==> config.mk <==
export PLATFORM = sky130hd
export DESIGN_NAME = wdog_guard
export DESIGN_NICKNAME = d
export VERILOG_FILES = /design/src/rtl/wdog_pkg.sv /design/src/rtl/wdog_regs.sv /design/src/rtl/wdog_counter.sv /design/src/rtl/wdog_reqgen.sv /design/src/rtl/wdog_guard.sv
export SDC_FILE = /design/constraint.sdc
export NUM_CORES = 1
export LEC_CHECK = 0
export BUFFER_PORTS_ARGS = -buffer_cell sky130_fd_sc_hd__buf_2
export CORE_UTILIZATION = 59
export DETAILED_ROUTE_END_ITERATION = 10
export GPL_ROUTABILITY_DRIVEN = 0
export PLACE_DENSITY = 0.84
export SYNTH_ARGS = -nofsm -noshare
export SYNTH_HDL_FRONTEND = slang
export SYNTH_SLANG_ARGS = --single-unit
==> constraint.sdc <==
create_clock -name clk -period 3 [get_ports clk]
set_clock_uncertainty 0.15 [all_clocks]
set_input_delay 0.6 -clock clk [delete_from_list [all_inputs] [get_ports clk]]
set_output_delay 0.6 -clock clk [all_outputs]
set_load 0.05 [all_outputs]
==> src/rtl/wdog_pkg.sv <==
package wdog_pkg;

  typedef enum logic [1:0] {
    WA_KEY  = 2'd0,
    WA_LOAD = 2'd1,
    WA_CTRL = 2'd2
  } wdog_addr_e;

  localparam int unsigned CTRL_EN_BIT = 0;

endpackage

==> src/rtl/wdog_regs.sv <==
module wdog_regs
  import wdog_pkg::*;
#(
  parameter int unsigned DATA_W   = 16,
  parameter int unsigned CNT_W    = 16,
  parameter logic [DATA_W-1:0] KEY = 16'hAAAA,
  parameter int unsigned DEF_LOAD = 4096
) (
  input  logic              clk,
  input  logic              rst,
  input  logic              wr_en,
  input  logic [1:0]        wr_addr,
  input  logic [DATA_W-1:0] wr_data,
  output logic              en_q,
  output logic              kick,
  output logic [CNT_W-1:0]  staged_q
);

  localparam logic [CNT_W-1:0] LOAD_RST =
    (DEF_LOAD == 0) ? CNT_W'(1) : CNT_W'(DEF_LOAD);

  logic [CNT_W-1:0] load_in;
  logic             sel_key, sel_load, sel_ctrl;

  assign sel_key  = wr_en && (wr_addr == WA_KEY);
  assign sel_load = wr_en && (wr_addr == WA_LOAD);
  assign sel_ctrl = wr_en && (wr_addr == WA_CTRL);

  assign kick = sel_key && (wr_data == KEY);

  // a zero timeout is never stored
  assign load_in = (wr_data[CNT_W-1:0] == '0) ? CNT_W'(1) : wr_data[CNT_W-1:0];

  always_ff @(posedge clk) begin
    if (rst) begin
      en_q     <= 1'b0;
      staged_q <= LOAD_RST;
    end else begin
      // enable only ever sets; clearing needs system reset
      if (sel_ctrl && wr_data[CTRL_EN_BIT]) en_q <= 1'b1;
      if (sel_load) staged_q <= load_in;
    end
  end

endmodule

==> src/rtl/wdog_counter.sv <==
module wdog_counter #(
  parameter int unsigned CNT_W    = 16,
  parameter int unsigned DEF_LOAD = 4096
) (
  input  logic             clk,
  input  logic             rst,
  input  logic             en,
  input  logic             kick,
  input  logic [CNT_W-1:0] staged,
  input  logic             tick_en,
  output logic [CNT_W-1:0] cnt_q,
  output logic             hit
);

  localparam logic [CNT_W-1:0] LOAD_RST =
    (DEF_LOAD == 0) ? CNT_W'(1) : CNT_W'(DEF_LOAD);

  logic [CNT_W-1:0] act_q;
  logic             dead_q;

  assign hit = en && !dead_q && !kick && tick_en && (cnt_q == CNT_W'(1));

  always_ff @(posedge clk) begin
    if (rst) begin
      act_q  <= LOAD_RST;
      cnt_q  <= LOAD_RST;
      dead_q <= 1'b0;
    end else begin
      if (kick && !dead_q) act_q <= staged;
      if (!en) begin
        cnt_q <= kick ? staged : act_q;
      end else if (!dead_q) begin
        if (kick) begin
          cnt_q <= staged;
        end else if (tick_en) begin
          if (cnt_q == CNT_W'(1)) dead_q <= 1'b1;
          cnt_q <= cnt_q - CNT_W'(1);
        end
      end
    end
  end

endmodule

==> src/rtl/wdog_reqgen.sv <==
module wdog_reqgen (
  input  logic clk,
  input  logic rst,
  input  logic hit,
  output logic rst_req
);

  always_ff @(posedge clk) begin
    if (rst) rst_req <= 1'b0;
    else     rst_req <= hit;
  end

endmodule

==> src/rtl/wdog_guard.sv <==
module wdog_guard #(
  parameter int unsigned DATA_W   = 16,
  parameter int unsigned CNT_W    = 16,
  parameter logic [DATA_W-1:0] KEY = 16'hAAAA,
  parameter int unsigned DEF_LOAD = 4096
) (
  input  logic              clk,
  input  logic              rst,
  input  logic              wr_en,
  input  logic [1:0]        wr_addr,
  input  logic [DATA_W-1:0] wr_data,
  input  logic              tick_en,
  output logic              rst_req
);

  logic             en_q;
  logic             kick;
  logic             hit;
  logic [CNT_W-1:0] staged_q;
  logic [CNT_W-1:0] cnt_q;

  wdog_regs #(
    .DATA_W(DATA_W), .CNT_W(CNT_W), .KEY(KEY), .DEF_LOAD(DEF_LOAD)
  ) u_regs (
    .clk(clk), .rst(rst), .wr_en(wr_en), .wr_addr(wr_addr),
    .wr_data(wr_data), .en_q(en_q), .kick(kick), .staged_q(staged_q)
  );

  wdog_counter #(
    .CNT_W(CNT_W), .DEF_LOAD(DEF_LOAD)
  ) u_cnt (
    .clk(clk), .rst(rst), .en(en_q), .kick(kick), .staged(staged_q),
    .tick_en(tick_en), .cnt_q(cnt_q), .hit(hit)
  );

  wdog_reqgen u_req (
    .clk(clk), .rst(rst), .hit(hit), .rst_req(rst_req)
  );

endmodule

; After elaboration in Yosys (flattened, before gate mapping)
; Index checks and enable logic that the tools add are counted.
[totals]
register_bits = 51
input_bits = 22
word_cells = 38
output_inout_bits = 1
[op_classes]
n_addsub = 1
reduce_logical = 15
muxes = 10
n_eq_ne = 6
[ops]
columns = cell, n
row1 = 16-bit two-way mux, 6
row2 = 16-bit by 1-bit == test with 1-bit output (second input constant), 1
row3 = 16-bit == test (second input constant), 1
row4 = 16-bit zero test, 1
row5 = 16-bit by 1-bit subtractor with 16-bit output (second input constant), 1
row6 = 1-bit logical AND, 10
row7 = 1-bit two-way mux, 4
row8 = 3-bit by 2-bit != test with 1-bit output (second input constant), 1
row9 = 2-bit by 1-bit == test with 1-bit output (second input constant), 1
row10 = 2-bit == test (second input constant), 1
row11 = 1-bit zero test, 2
row12 = 2-bit zero test, 1
row13 = 2-bit != test (second input constant), 1
row14 = 2-bit AND reduction, 1

; Longest topological paths before layout
; Gate-level depths: netlist (run 1).
[logic_depth]
ltp_word = 7
ltp_mapped = 8

; Hierarchy
; From an unflattened synthesis (run 1), not the netlist that was laid out.
[hier_totals]
cells_unflattened = 325
hier_area_um2 = 2509.9
[modules_own_cells]
columns = module, instances, cells_per_inst, seq_area_each_um2, area_per_inst_um2
row1 = wdog_counter, 1, 238, 660.6, 1761.7
row2 = wdog_regs, 1, 85, 340.3, 714.4
row3 = wdog_reqgen, 1, 2, 20.0, 33.8

; Least setup slack after synthesis (run 1)
; No wires, ideal clock.
[synth_timing]
kind = input port to flip-flop
from = input wr_data[12]
to = register u_cnt.act_q[12]
setup_slack_ps = 360
setup_ps = 127
required_ps = 2723
stages = 7
t_arrival_ps = 2363
cell_sequence = or4_1 or3_4 or3_1 buf_6 clkbuf_1 nand2_1 nand3_1
[synth_between]
elab_chain_cells = 3
[synth_lines]
columns = item, line_no
row1 = start: declaration, wdog_guard.sv:11  ; input logic [DATA_W-1:0] wr_data,
row2 = 16-bit == test, wdog_regs.sv:29  ; assign kick = sel_key && (wr_data == KEY);
row3 = 1-bit logical AND, wdog_regs.sv:29
row4 = 1-bit logical AND, wdog_counter.sv:29  ; if (kick && !dead_q) act_q <= staged;
row5 = end signal: assignment, wdog_counter.sv:29
row6 = end: declaration, wdog_counter.sv:18  ; logic [CNT_W-1:0] act_q;
; No other way between the ends.
; A chain may end at the register's enable or synchronous reset.

; Worst setup path in the final report (run 1)
[layout_timing]
from = input wr_data[12]
to = register u_cnt.cnt_q[9]
[layout_between]
elab_chain_cells = 5
[layout_lines]
columns = item, line_no
row1 = 16-bit == test (*), wdog_regs.sv:29
row2 = 1-bit logical AND (*), wdog_regs.sv:29
row3 = 16-bit two-way mux, wdog_counter.sv:33  ; if (kick) begin
row4 = 16-bit two-way mux, wdog_counter.sv:32  ; end else if (!dead_q) begin
row5 = 16-bit two-way mux, wdog_counter.sv:30  ; if (!en) begin
row6 = end signal: assignment, wdog_counter.sv:31  ; cnt_q <= kick ? staged : act_q;
row7 = end signal: assignment, wdog_counter.sv:34  ; cnt_q <= staged;
row8 = end signal: assignment, wdog_counter.sv:37  ; cnt_q <= cnt_q - CNT_W'(1);
row9 = end: declaration, wdog_counter.sv:11  ; output logic [CNT_W-1:0] cnt_q,
; Mark *: on every way between the ends. The rest lies on a longest branch, timed or not. The select of a mux whose other input is x is not followed.

==> impl_table.tex, run 1 <==
\begin{tabular}{lr}
\hline
Metric & Value \\
\hline
\multicolumn{2}{l}{\textbf{Cells and area}} \\
\quad Final Instance Area & 2789 sq um \\
\quad Fraction of final layout cells sized beyond drive strength 1 & 14.74\% \\
\quad \# nets final & 369 \\
\quad Synth-to-layout area growth & 8.944\% \\
\quad Leading cell types in the layout, fill and taps excluded & 78 x sky130\_fd\_sc\_hd\_\_nand2\_1, 51 x sky130\_fd\_sc\_hd\_\_dfxtp\_1, 37 x sky130\_fd\_sc\_hd\_\_a21oi\_1, 26 x sky130\_fd\_sc\_hd\_\_nor2\_1, 22 x sky130\_fd\_sc\_hd\_\_buf\_2 \\
\quad Filler cells & 349 \\
\quad \# diodes & 0 \\
\quad Final Core Density & 68.25\% \\
\quad Most common cell after layout, fill and taps aside & sky130\_fd\_sc\_hd\_\_nand2\_1 \\
\multicolumn{2}{l}{\textbf{Setup path}} \\
\quad Worst path arrival time & 2610 ps \\
\quad Worst R2R Setup Slack & 620 ps \\
\quad Startpoint type of the worst setup path & primary input \\
\quad CP Data Required Time & 3090 ps \\
\quad Critical-path top delay cell & sky130\_fd\_sc\_hd\_\_or4\_1 \\
\quad CP cell instances & buf\_2 > or4\_1 > or3\_4 > or3\_1 > nand2\_8 > o21ai\_1 > a211oi\_2 \\
\quad Crit path depth & 7 \\
\quad Longest individual stage delay on the worst path & 570 ps \\
\quad R2r endpoint & u\_cnt.cnt\_q[11] \\
\quad Worst setup path category & primary input to register \\
\quad Delay-heaviest family, CP & simple AND/OR/NAND/NOR gates \\
\quad Worst r2r path cells & 6 \\
\quad Critical path buffers and inverters & 1 \\
\quad Largest fanout of any net on the critical path & 14 \\
\quad Critical path endpoint category & register \\
\quad Beginning of the worst register-to-register path & u\_cnt.cnt\_q[4] \\
\multicolumn{2}{l}{\textbf{Power and ir drop}} \\
\quad Comb power frac & 11.8\% \\
\quad Static Leak & 1.000 nW \\
\quad Pwr dens & 457.9 nW/um\^{}2 \\
\quad Net load switching power & 353.8 uW \\
\quad Post-route total power & 1.277 mW \\
\quad Fraction of power spent switching nets & 27.70\% \\
\quad Internal power summed over all cells & 923.3 uW \\
\quad Portion of total power attributed to the clock network & 32.9\% \\
\quad Worst vdd rail ir drop & 0.3884 mV \\
\quad Seq pwr share & 55.3\% \\
\multicolumn{2}{l}{\textbf{Synth}} \\
\quad Largest family of logic cells by synthesized area & simple AND/OR/NAND/NOR gates \\
\quad Adder-cell area share of the yosys netlist & 0.9775\% \\
\quad Post-synthesis mux area share & 1.564\% \\
\quad Cell Area, Synth & 2560 sq um \\
\quad Number of unique standard cell types used by synthesis & 52 \\
\quad Count of yosys warnings during synthesis & 0 \\
\quad Number of storage elements in the synthesis netlist & 51 \\
\quad Synth Area in Compound Gates & 19.16\% \\
\quad Mean instance size in the synthesized netlist & 7.829 sq um \\
\quad Most common flop cell mapped by yosys & sky130\_fd\_sc\_hd\_\_dfxtp\_1 \\
\quad Share of the yosys chip area belonging to registers & 39.88\% \\
\quad Simple-gate portion of the synthesized area & 30.45\% \\
\quad Fraction of registers with async set or reset after synthesis & 0\% \\
\quad Xor/xnor share of the synthesized area & 3.421\% \\
\quad Synthesized Nets & 351 \\
\quad Number of enable flip-flop cells after synthesis & 0 \\
\quad Synthesized instance count & 327 \\
\multicolumn{2}{l}{\textbf{Floorplan}} \\
\quad Core ar. & 4086 sq um \\
\quad Die Area & 4606 sq um \\
\quad Floorplan die width & 67.87 um \\
\quad Effective utilization at floorplan & 62.65\% \\
\quad Ports placed on the boundary & 23 \\
\quad Chip height & 67.87 um \\
\quad \# rows & 23 \\
\multicolumn{2}{l}{\textbf{CTS}} \\
\quad H-tree depth reported by CTS & 2 \\
\quad Post-CTS setup-driven buffer insertion count & 0 \\
\quad Number of buffers inserted during clock tree synthesis & 5 \\
\quad Clock transition at the registers of the reported paths & 100 ps \\
\quad Clock insertion delay at the later pin of the skew report & 310 ps \\
\quad Number of gates resized after CTS & 0 \\
\quad Cell at the root of the clock tree & sky130\_fd\_sc\_hd\_\_clkbuf\_8 \\
\quad Hold bufs inserted after CTS & 0 \\
\quad Num Clock Sinks & 51 \\
\quad CTS Buffer Depth & 2 \\
\quad CTS tree & yes \\
\multicolumn{2}{l}{\textbf{Timing}} \\
\quad Final period utilization & 84.21\% \\
\quad Number of failing setup endpoints in the final timing report & 0 \\
\quad Min cycle time layout & 2526 ps \\
\quad Peak Freq & 395.9 MHz \\
\quad Number of hold violations in the final report & 0 \\
\quad Final TNS setup & 0 ps \\
\quad RSZ-0062 raised after global routing & no \\
\quad Final critical-path setup slack & 473.8 ps \\
\quad Max-slew violations & 0 \\
\quad Max-Slew Margin vs Limit & 62.40\% \\
\quad Least-Margin Pin Slew & 562.4 ps \\
\multicolumn{2}{l}{\textbf{Placement}} \\
\quad Port-buffer cells & 22 \\
\quad Instance area at placement & 2691 sq um \\
\quad Post-placement setup slack & 169.3 ps \\
\quad HPWL after detailed placement & 4535 um \\
\multicolumn{2}{l}{\textbf{Outcome}} \\
\quad Result of the run & complete, no violations \\
\multicolumn{2}{l}{\textbf{Drt}} \\
\quad Aggregate routed wire length & 6226 um \\
\quad Avg Vias per Cell & 6.220 \\
\quad Number of DRC markers in iteration 0 & 169 \\
\quad Vias & 2463 \\
\quad Residual DRC & 0 \\
\quad First-pass DRT Iterations & 5 \\
\quad DRT antenna net count & 0 \\
\quad Detail-routed net length per standard cell & 15.72 um \\
\multicolumn{2}{l}{\textbf{Global routing}} \\
\quad Total overflow reported by the global router & 0 \\
\quad Vias in the first global route & 2217 \\
\quad First-pass GRT wire length & 10230 um \\
\quad Pin count of the biggest net entering global routing & 27 \\
\quad Total global routing track utilization & 30.21\% \\
\quad Antenna violations before repair & 0 \\
\multicolumn{2}{l}{\textbf{Hold path}} \\
\quad Endpoint of the worst hold path & u\_cnt.act\_q[14] \\
\quad Hold Path Cell Cnt & 2 \\
\quad Origin of the worst min-delay path & u\_cnt.act\_q[14] \\
\quad Hold Path Class & register to register \\
\multicolumn{2}{l}{\textbf{Flow run}} \\
\quad Reported max-cap violation count & 0 \\
\hline
\end{tabular}
[stage by stage]
stage / hold WS (ps) / instances
finish: 307.5 / 396
global route: 336.2 / 396
CTS: 307.3 / 396
detailed placement: 294.0 / 388
global placement: 286.6 / 388
floorplan: 278.3 / 327
[flip-flops by register name, indices dropped and copies added (netlist names)]
| signal | flops |
|---|---|
| u_cnt.act_q | 16 |
| u_req.rst_req | 1 |
| u_cnt.cnt_q | 16 |
| u_cnt.dead_q | 1 |
| u_regs.en_q | 1 |
| u_regs.staged_q | 16 |
[worst min-delay path, cell delays in order (launching register included)]
cell and delay (ps):
sky130_fd_sc_hd__dfxtp_1 320, sky130_fd_sc_hd__nand2_1 50, sky130_fd_sc_hd__a21oi_1 50
[cells by family (layout without fill, tap and decap cells)]
group                    Yosys count  after routing
AO/OA/AOI/OAI                     77             77
XOR/XNOR                          10             10
adder cells (fa/ha/maj)            2              2
buffers and inverters             24             43
flip-flops                        51             51
multiplexers                       4              4
AND/OR/NAND/NOR                  159            159
[worst max-delay path by stage]
stage | from | slack (ps) | to
2_1_floorplan | wr_data[12] | 360 | u_cnt.act_q[12]
3_3_place_gp | wr_data[2] | 230 | u_cnt.cnt_q[9]
3_5_place_dp | wr_data[12] | 170 | u_cnt.cnt_q[9]
4_1_cts | wr_data[12] | 490 | u_cnt.cnt_q[9]
5_1_grt | wr_data[12] | 380 | u_cnt.cnt_q[1]
6_report | wr_data[12] | 470 | u_cnt.cnt_q[9]
[power by group through the flow]
| stage | Combinational (mW) | Clock (mW) | Sequential (mW) |
|---|---|---|---|
| 2_1_floorplan | 0.104 | 0 | 0.716 |
| 3_3_place_gp | 0.143 | 0 | 0.720 |
| 3_5_place_dp | 0.146 | 0 | 0.721 |
| 4_1_cts | 0.148 | 0.421 | 0.705 |
| 5_1_grt | 0.165 | 0.458 | 0.708 |
| 6_report | 0.151 | 0.421 | 0.706 |
[layout make-up]
type,instances,area (sq um),area share [%]
Clock buffer,5,68.82,2.467
Clock inverter,3,28.78,1.032
Inverter,6,22.52,0.8075
Multi-Input combinational cell,252,1423,51.01
Sequential cell,51,1021,36.61
Tap cell,50,62.56,2.243
Timing Repair Buffer,29,162.7,5.832
[synth_stat cells (2+ instances only)]
master,count,area (sq um)
sky130_fd_sc_hd__nand2_1,78,292.8
sky130_fd_sc_hd__dfxtp_1,51,1021
sky130_fd_sc_hd__a21oi_1,37,185.2
sky130_fd_sc_hd__nor2_1,26,97.59
sky130_fd_sc_hd__a211oi_1,16,120.1
sky130_fd_sc_hd__clkbuf_1,12,45.04
sky130_fd_sc_hd__nor3_1,12,60.06
sky130_fd_sc_hd__nand3_1,9,45.04
sky130_fd_sc_hd__xnor2_1,8,70.07
sky130_fd_sc_hd__inv_1,6,22.52
sky130_fd_sc_hd__nor4_1,5,31.28
sky130_fd_sc_hd__o21ai_0,5,25.02
sky130_fd_sc_hd__mux2i_1,4,40.04
sky130_fd_sc_hd__or4_1,4,30.03
sky130_fd_sc_hd__nand3b_1,3,22.52
sky130_fd_sc_hd__nor3_2,3,30.03
sky130_fd_sc_hd__o22ai_1,3,18.77
sky130_fd_sc_hd__o31ai_1,3,22.52
sky130_fd_sc_hd__a221oi_1,2,17.52
sky130_fd_sc_hd__buf_1,2,7.510
sky130_fd_sc_hd__buf_2,2,10.01
sky130_fd_sc_hd__ha_1,2,25.02
sky130_fd_sc_hd__nand4_1,2,12.51
sky130_fd_sc_hd__nor2b_1,2,12.51
sky130_fd_sc_hd__or3_1,2,12.51
sky130_fd_sc_hd__xor2_1,2,17.52
[routing by layer]
layer / track usage [%] / wire length (um)
met1: 40.60 / 2797
met2: 48.27 / 2963
met3: 6.833 / 403
met4: 8.854 / 61
met5: 0 / 0
Note: power is estimated with default switching activity, not from simulation.
==> run 2: changes to the inputs <==
--- a/config.mk
+++ b/config.mk
@@ -5,11 +5,12 @@
 export SDC_FILE = /design/constraint.sdc
 export NUM_CORES = 1
 export LEC_CHECK = 0
+export ABC_AREA = 1
 export BUFFER_PORTS_ARGS = -buffer_cell sky130_fd_sc_hd__buf_2
-export CORE_UTILIZATION = 59
+export CORE_UTILIZATION = 54
 export DETAILED_ROUTE_END_ITERATION = 10
 export GPL_ROUTABILITY_DRIVEN = 0
-export PLACE_DENSITY = 0.84
+export PLACE_DENSITY = 0.81
 export SYNTH_ARGS = -nofsm -noshare
 export SYNTH_HDL_FRONTEND = slang
 export SYNTH_SLANG_ARGS = --single-unit
==> constraint.sdc (replaced) <==
create_clock -name clk -period 2.1 [get_ports clk]
set_clock_uncertainty 0.15 [all_clocks]
set_input_delay 0.42 -clock clk [delete_from_list [all_inputs] [get_ports clk]]
set_output_delay 0.42 -clock clk [all_outputs]
set_load 0.05 [all_outputs]
==> run 2 against run 1 <==
Compared with the run above: routed wire length rose by 3.7%; sequential cell count did not move; die area rose by 17%; synthesized cell count rose by 29%; setup slack got worse by 60 ps; first-iteration DRC count fell by 22%; area after synthesis rose by 7.7%; cell area rose by 9.1%; combinational power rose by 63%; total power rose by 46%; register-to-register slack got worse by 200 ps; non-clock buffer count rose by 2.
==> impl_table.tex, run 2 <==
\begin{tabular}{lr}
\hline
Metric & Value \\
\hline
\multicolumn{2}{l}{\textbf{Outcome}} \\
\quad Result of the run & complete, no violations \\
\multicolumn{2}{l}{\textbf{CTS}} \\
\quad Hold bufs inserted after CTS & 0 \\
\quad CTS tree & yes \\
\quad Number of buffers inserted during clock tree synthesis & 5 \\
\quad Num Clock Sinks & 51 \\
\quad Number of gates resized after CTS & 0 \\
\quad H-tree depth reported by CTS & 2 \\
\quad CTS Buffer Depth & 2 \\
\quad Post-CTS setup-driven buffer insertion count & 0 \\
\quad Cell at the root of the clock tree & sky130\_fd\_sc\_hd\_\_clkbuf\_8 \\
\quad Clock insertion delay at the later pin of the skew report & 310 ps \\
\quad Clock transition at the registers of the reported paths & 100 ps \\
\multicolumn{2}{l}{\textbf{Global routing}} \\
\quad First-pass GRT wire length & 10890 um \\
\quad Total overflow reported by the global router & 0 \\
\quad Vias in the first global route & 2463 \\
\quad Antenna violations before repair & 0 \\
\quad Met3 usage in global routing & 4.664\% \\
\quad Pin count of the biggest net entering global routing & 42 \\
\quad Total global routing track utilization & 26.22\% \\
\quad Layer with the highest usage & met2 \\
\quad Global Route met1 Usage & 34.16\% \\
\quad GR met2 Demand/Resource & 44.04\% \\
\multicolumn{2}{l}{\textbf{Floorplan}} \\
\quad Floorplan die width & 73.46 um \\
\quad Effective utilization at floorplan & 57.25\% \\
\quad Ports placed on the boundary & 23 \\
\quad Core ar. & 4817 sq um \\
\quad \# rows & 25 \\
\quad Die Area & 5396 sq um \\
\quad Chip height & 73.46 um \\
\multicolumn{2}{l}{\textbf{Hold path}} \\
\quad Hold Path Class & primary input to register \\
\quad Origin of the worst min-delay path & wr\_data[12] \\
\multicolumn{2}{l}{\textbf{Drt}} \\
\quad Avg Vias per Cell & 5.294 \\
\quad Vias & 2716 \\
\quad First-pass DRT Iterations & 5 \\
\quad Aggregate routed wire length & 6458 um \\
\quad Number of DRC markers in iteration 0 & 131 \\
\quad Detail-routed net length per standard cell & 12.59 um \\
\quad Residual DRC & 0 \\
\quad DRT antenna net count & 0 \\
\multicolumn{2}{l}{\textbf{Setup path}} \\
\quad Worst setup path category & primary input to register \\
\quad Longest individual stage delay on the worst path & 250 ps \\
\quad Beginning of the worst register-to-register path & u\_cnt.cnt\_q[1] \\
\quad CP Data Required Time & 2160 ps \\
\quad Critical path buffers and inverters & 3 \\
\quad Critical-path top delay cell & sky130\_fd\_sc\_hd\_\_nand2\_4 \\
\quad CP cell instances & buf\_2 > inv\_1 > nand2\_1 > nor2\_1 > nand2\_2 > nor2\_4 > nand3\_4 > nand2\_4 > inv\_1 > nor2\_1 > nor2\_1 \\
\quad Worst path arrival time & 1750 ps \\
\quad Startpoint type of the worst setup path & primary input \\
\quad Critical path endpoint category & register \\
\quad Delay-heaviest family, CP & simple AND/OR/NAND/NOR gates \\
\quad Cell occurring most often along the worst timing path & sky130\_fd\_sc\_hd\_\_nor2\_1 \\
\quad First element of the critical path & wr\_data[2] \\
\quad Largest fanout of any net on the critical path & 26 \\
\multicolumn{2}{l}{\textbf{Synth}} \\
\quad Count leader, synth & sky130\_fd\_sc\_hd\_\_nand2\_1 \\
\quad Library cell with the largest summed area after synthesis & sky130\_fd\_sc\_hd\_\_dfxtp\_1 \\
\quad Fraction of registers with async set or reset after synthesis & 0\% \\
\quad Share of the yosys chip area belonging to registers & 37.02\% \\
\quad Largest cells by area after synthesis & sky130\_fd\_sc\_hd\_\_dfxtp\_1 37\%, sky130\_fd\_sc\_hd\_\_nand2\_1 11\%, sky130\_fd\_sc\_hd\_\_nor2\_1 11\%, sky130\_fd\_sc\_hd\_\_o21ai\_0 6.9\%, sky130\_fd\_sc\_hd\_\_inv\_1 6.8\% \\
\quad Count of yosys warnings during synthesis & 0 \\
\quad Number of unique standard cell types used by synthesis & 32 \\
\quad Yosys top cell area share & 37.02\% \\
\quad Number of storage elements in the synthesis netlist & 51 \\
\quad Synthesized Nets & 445 \\
\quad Mean instance size in the synthesized netlist & 6.550 sq um \\
\quad Ranking of synthesized cells by instance count & 82 x sky130\_fd\_sc\_hd\_\_nand2\_1, 78 x sky130\_fd\_sc\_hd\_\_nor2\_1, 51 x sky130\_fd\_sc\_hd\_\_dfxtp\_1, 50 x sky130\_fd\_sc\_hd\_\_inv\_1, 38 x sky130\_fd\_sc\_hd\_\_o21ai\_0 \\
\quad Number of enable flip-flop cells after synthesis & 0 \\
\quad Cell Area, Synth & 2758 sq um \\
\quad Synthesized instance count & 421 \\
\quad Most common flop cell mapped by yosys & sky130\_fd\_sc\_hd\_\_dfxtp\_1 \\
\multicolumn{2}{l}{\textbf{Power and ir drop}} \\
\quad Worst vdd rail ir drop & 0.4195 mV \\
\quad Pwr dens & 612.1 nW/um\^{}2 \\
\quad Static Leak & 1.379 nW \\
\quad Post-route total power & 1.862 mW \\
\multicolumn{2}{l}{\textbf{Timing}} \\
\quad Number of hold violations in the final report & 0 \\
\quad RSZ-0062 raised after global routing & no \\
\quad Final critical-path setup slack & 413.3 ps \\
\quad Least-Margin Pin Slew & 394.2 ps \\
\quad Number of failing setup endpoints in the final timing report & 0 \\
\quad Final period utilization & 80.32\% \\
\quad Min cycle time layout & 1687 ps \\
\quad Max-Slew Margin vs Limit & 73.69\% \\
\quad Peak Freq & 592.9 MHz \\
\quad Final TNS setup & 0 ps \\
\quad Max-slew violations & 0 \\
\multicolumn{2}{l}{\textbf{Cells and area}} \\
\quad Leading cell types in the layout, fill and taps excluded & 82 x sky130\_fd\_sc\_hd\_\_nand2\_1, 78 x sky130\_fd\_sc\_hd\_\_nor2\_1, 51 x sky130\_fd\_sc\_hd\_\_dfxtp\_1, 50 x sky130\_fd\_sc\_hd\_\_inv\_1, 38 x sky130\_fd\_sc\_hd\_\_o21ai\_0 \\
\quad \# nets final & 469 \\
\quad Fraction of final layout cells sized beyond drive strength 1 & 12.11\% \\
\quad Final Core Density & 63.14\% \\
\quad Largest registers & u\_cnt.act\_q: 16 flops, u\_cnt.cnt\_q: 16 flops, u\_regs.staged\_q: 16 flops \\
\quad Filler-free cell count of the finished design & 513 \\
\quad Synth-to-layout area growth & 10.30\% \\
\quad \# diodes & 0 \\
\quad Most common cell after layout, fill and taps aside & sky130\_fd\_sc\_hd\_\_nand2\_1 \\
\multicolumn{2}{l}{\textbf{Placement}} \\
\quad Total instance count after detailed placement & 505 \\
\quad Post-placement setup slack & 87.13 ps \\
\quad HPWL after detailed placement & 4855 um \\
\quad Port-buffer cells & 22 \\
\multicolumn{2}{l}{\textbf{Flow run}} \\
\quad Reported max-cap violation count & 0 \\
\hline
\end{tabular}
[run 2: cell types whose count changed after synthesis, sizes merged, moves of 4 or more]
cell	delta
or4	-5
nor2	+56
nand3	+20
a21oi	-14
nand2	+6
nor3	-14
inv	+46
mux2i	-4
o21ai	+47
xnor2	-7
a211oi	-11
[run 2: tightest hold or removal path: cells and delay by family]
| family | cells | cell delay (ps) |
|---|---|---|
| compound gates | 1 | 60 |
| buf+inv | 1 | 110 |
| simple gates | 1 | 60 |
[run 2: cell type report]
cell class | count | area (sq um)
Tap cell | 67 | 83.83
Sequential cell | 51 | 1021
Fill cell | 484 | 1775
Inverter | 52 | 195.2
Multi-Input combinational cell | 304 | 1465
Clock buffer | 6 | 82.58
Clock inverter | 2 | 16.27
Timing Repair Buffer | 31 | 177.7
[run 2: path summary, 6_finish.rpt]
| path | end | slack [ps] | cells past startpoint |
|---|---|---|---|
| max | u_cnt.cnt_q[0] | 410 | 11 |
| min | u_regs.staged_q[12] | 220 | 3 |
| max reg2reg | u_cnt.cnt_q[7] | 420 | 8 |
| min reg2reg | u_req.rst_req | 280 | 1 |
[run 2: layer usage]
layer	up-vias	share of wire [%]
li1	1404	-
met1	1217	47
met2	87	46
met3	8	5.8
met4	0	1.4
met5	-	0
[run 2: cells by family after synthesis]
group | Yosys count | share of synthesized area, %
and+or+nand+nor | 209 | 33.53
AOI/OAI and AO/OA | 87 | 16.79
buffers and inverters | 66 | 9.846
DFF | 51 | 37.02
xor gates and xnor gates | 6 | 1.906
adders and majority gates | 2 | 0.9073
[run 2: power breakdown]
group | leakage, nW | internal [mW] | total (mW) | switching, mW
clock network | 0.0474 | 0.269 | 0.605 | 0.336
registers | 0.414 | 0.992 | 1.01 | 0.0187
logic | 0.918 | 0.0854 | 0.246 | 0.160
total | 1.38 | 1.35 | 1.86 | 0.515
[run 2: through the flow]
step	hold slack [ps]	instance area, sq um
detailed placement	263.5	2943
finish	224.3	3042
global route	227.4	3042
global placement	258.1	2943
floorplan	248.6	2758
CTS	219.4	3042
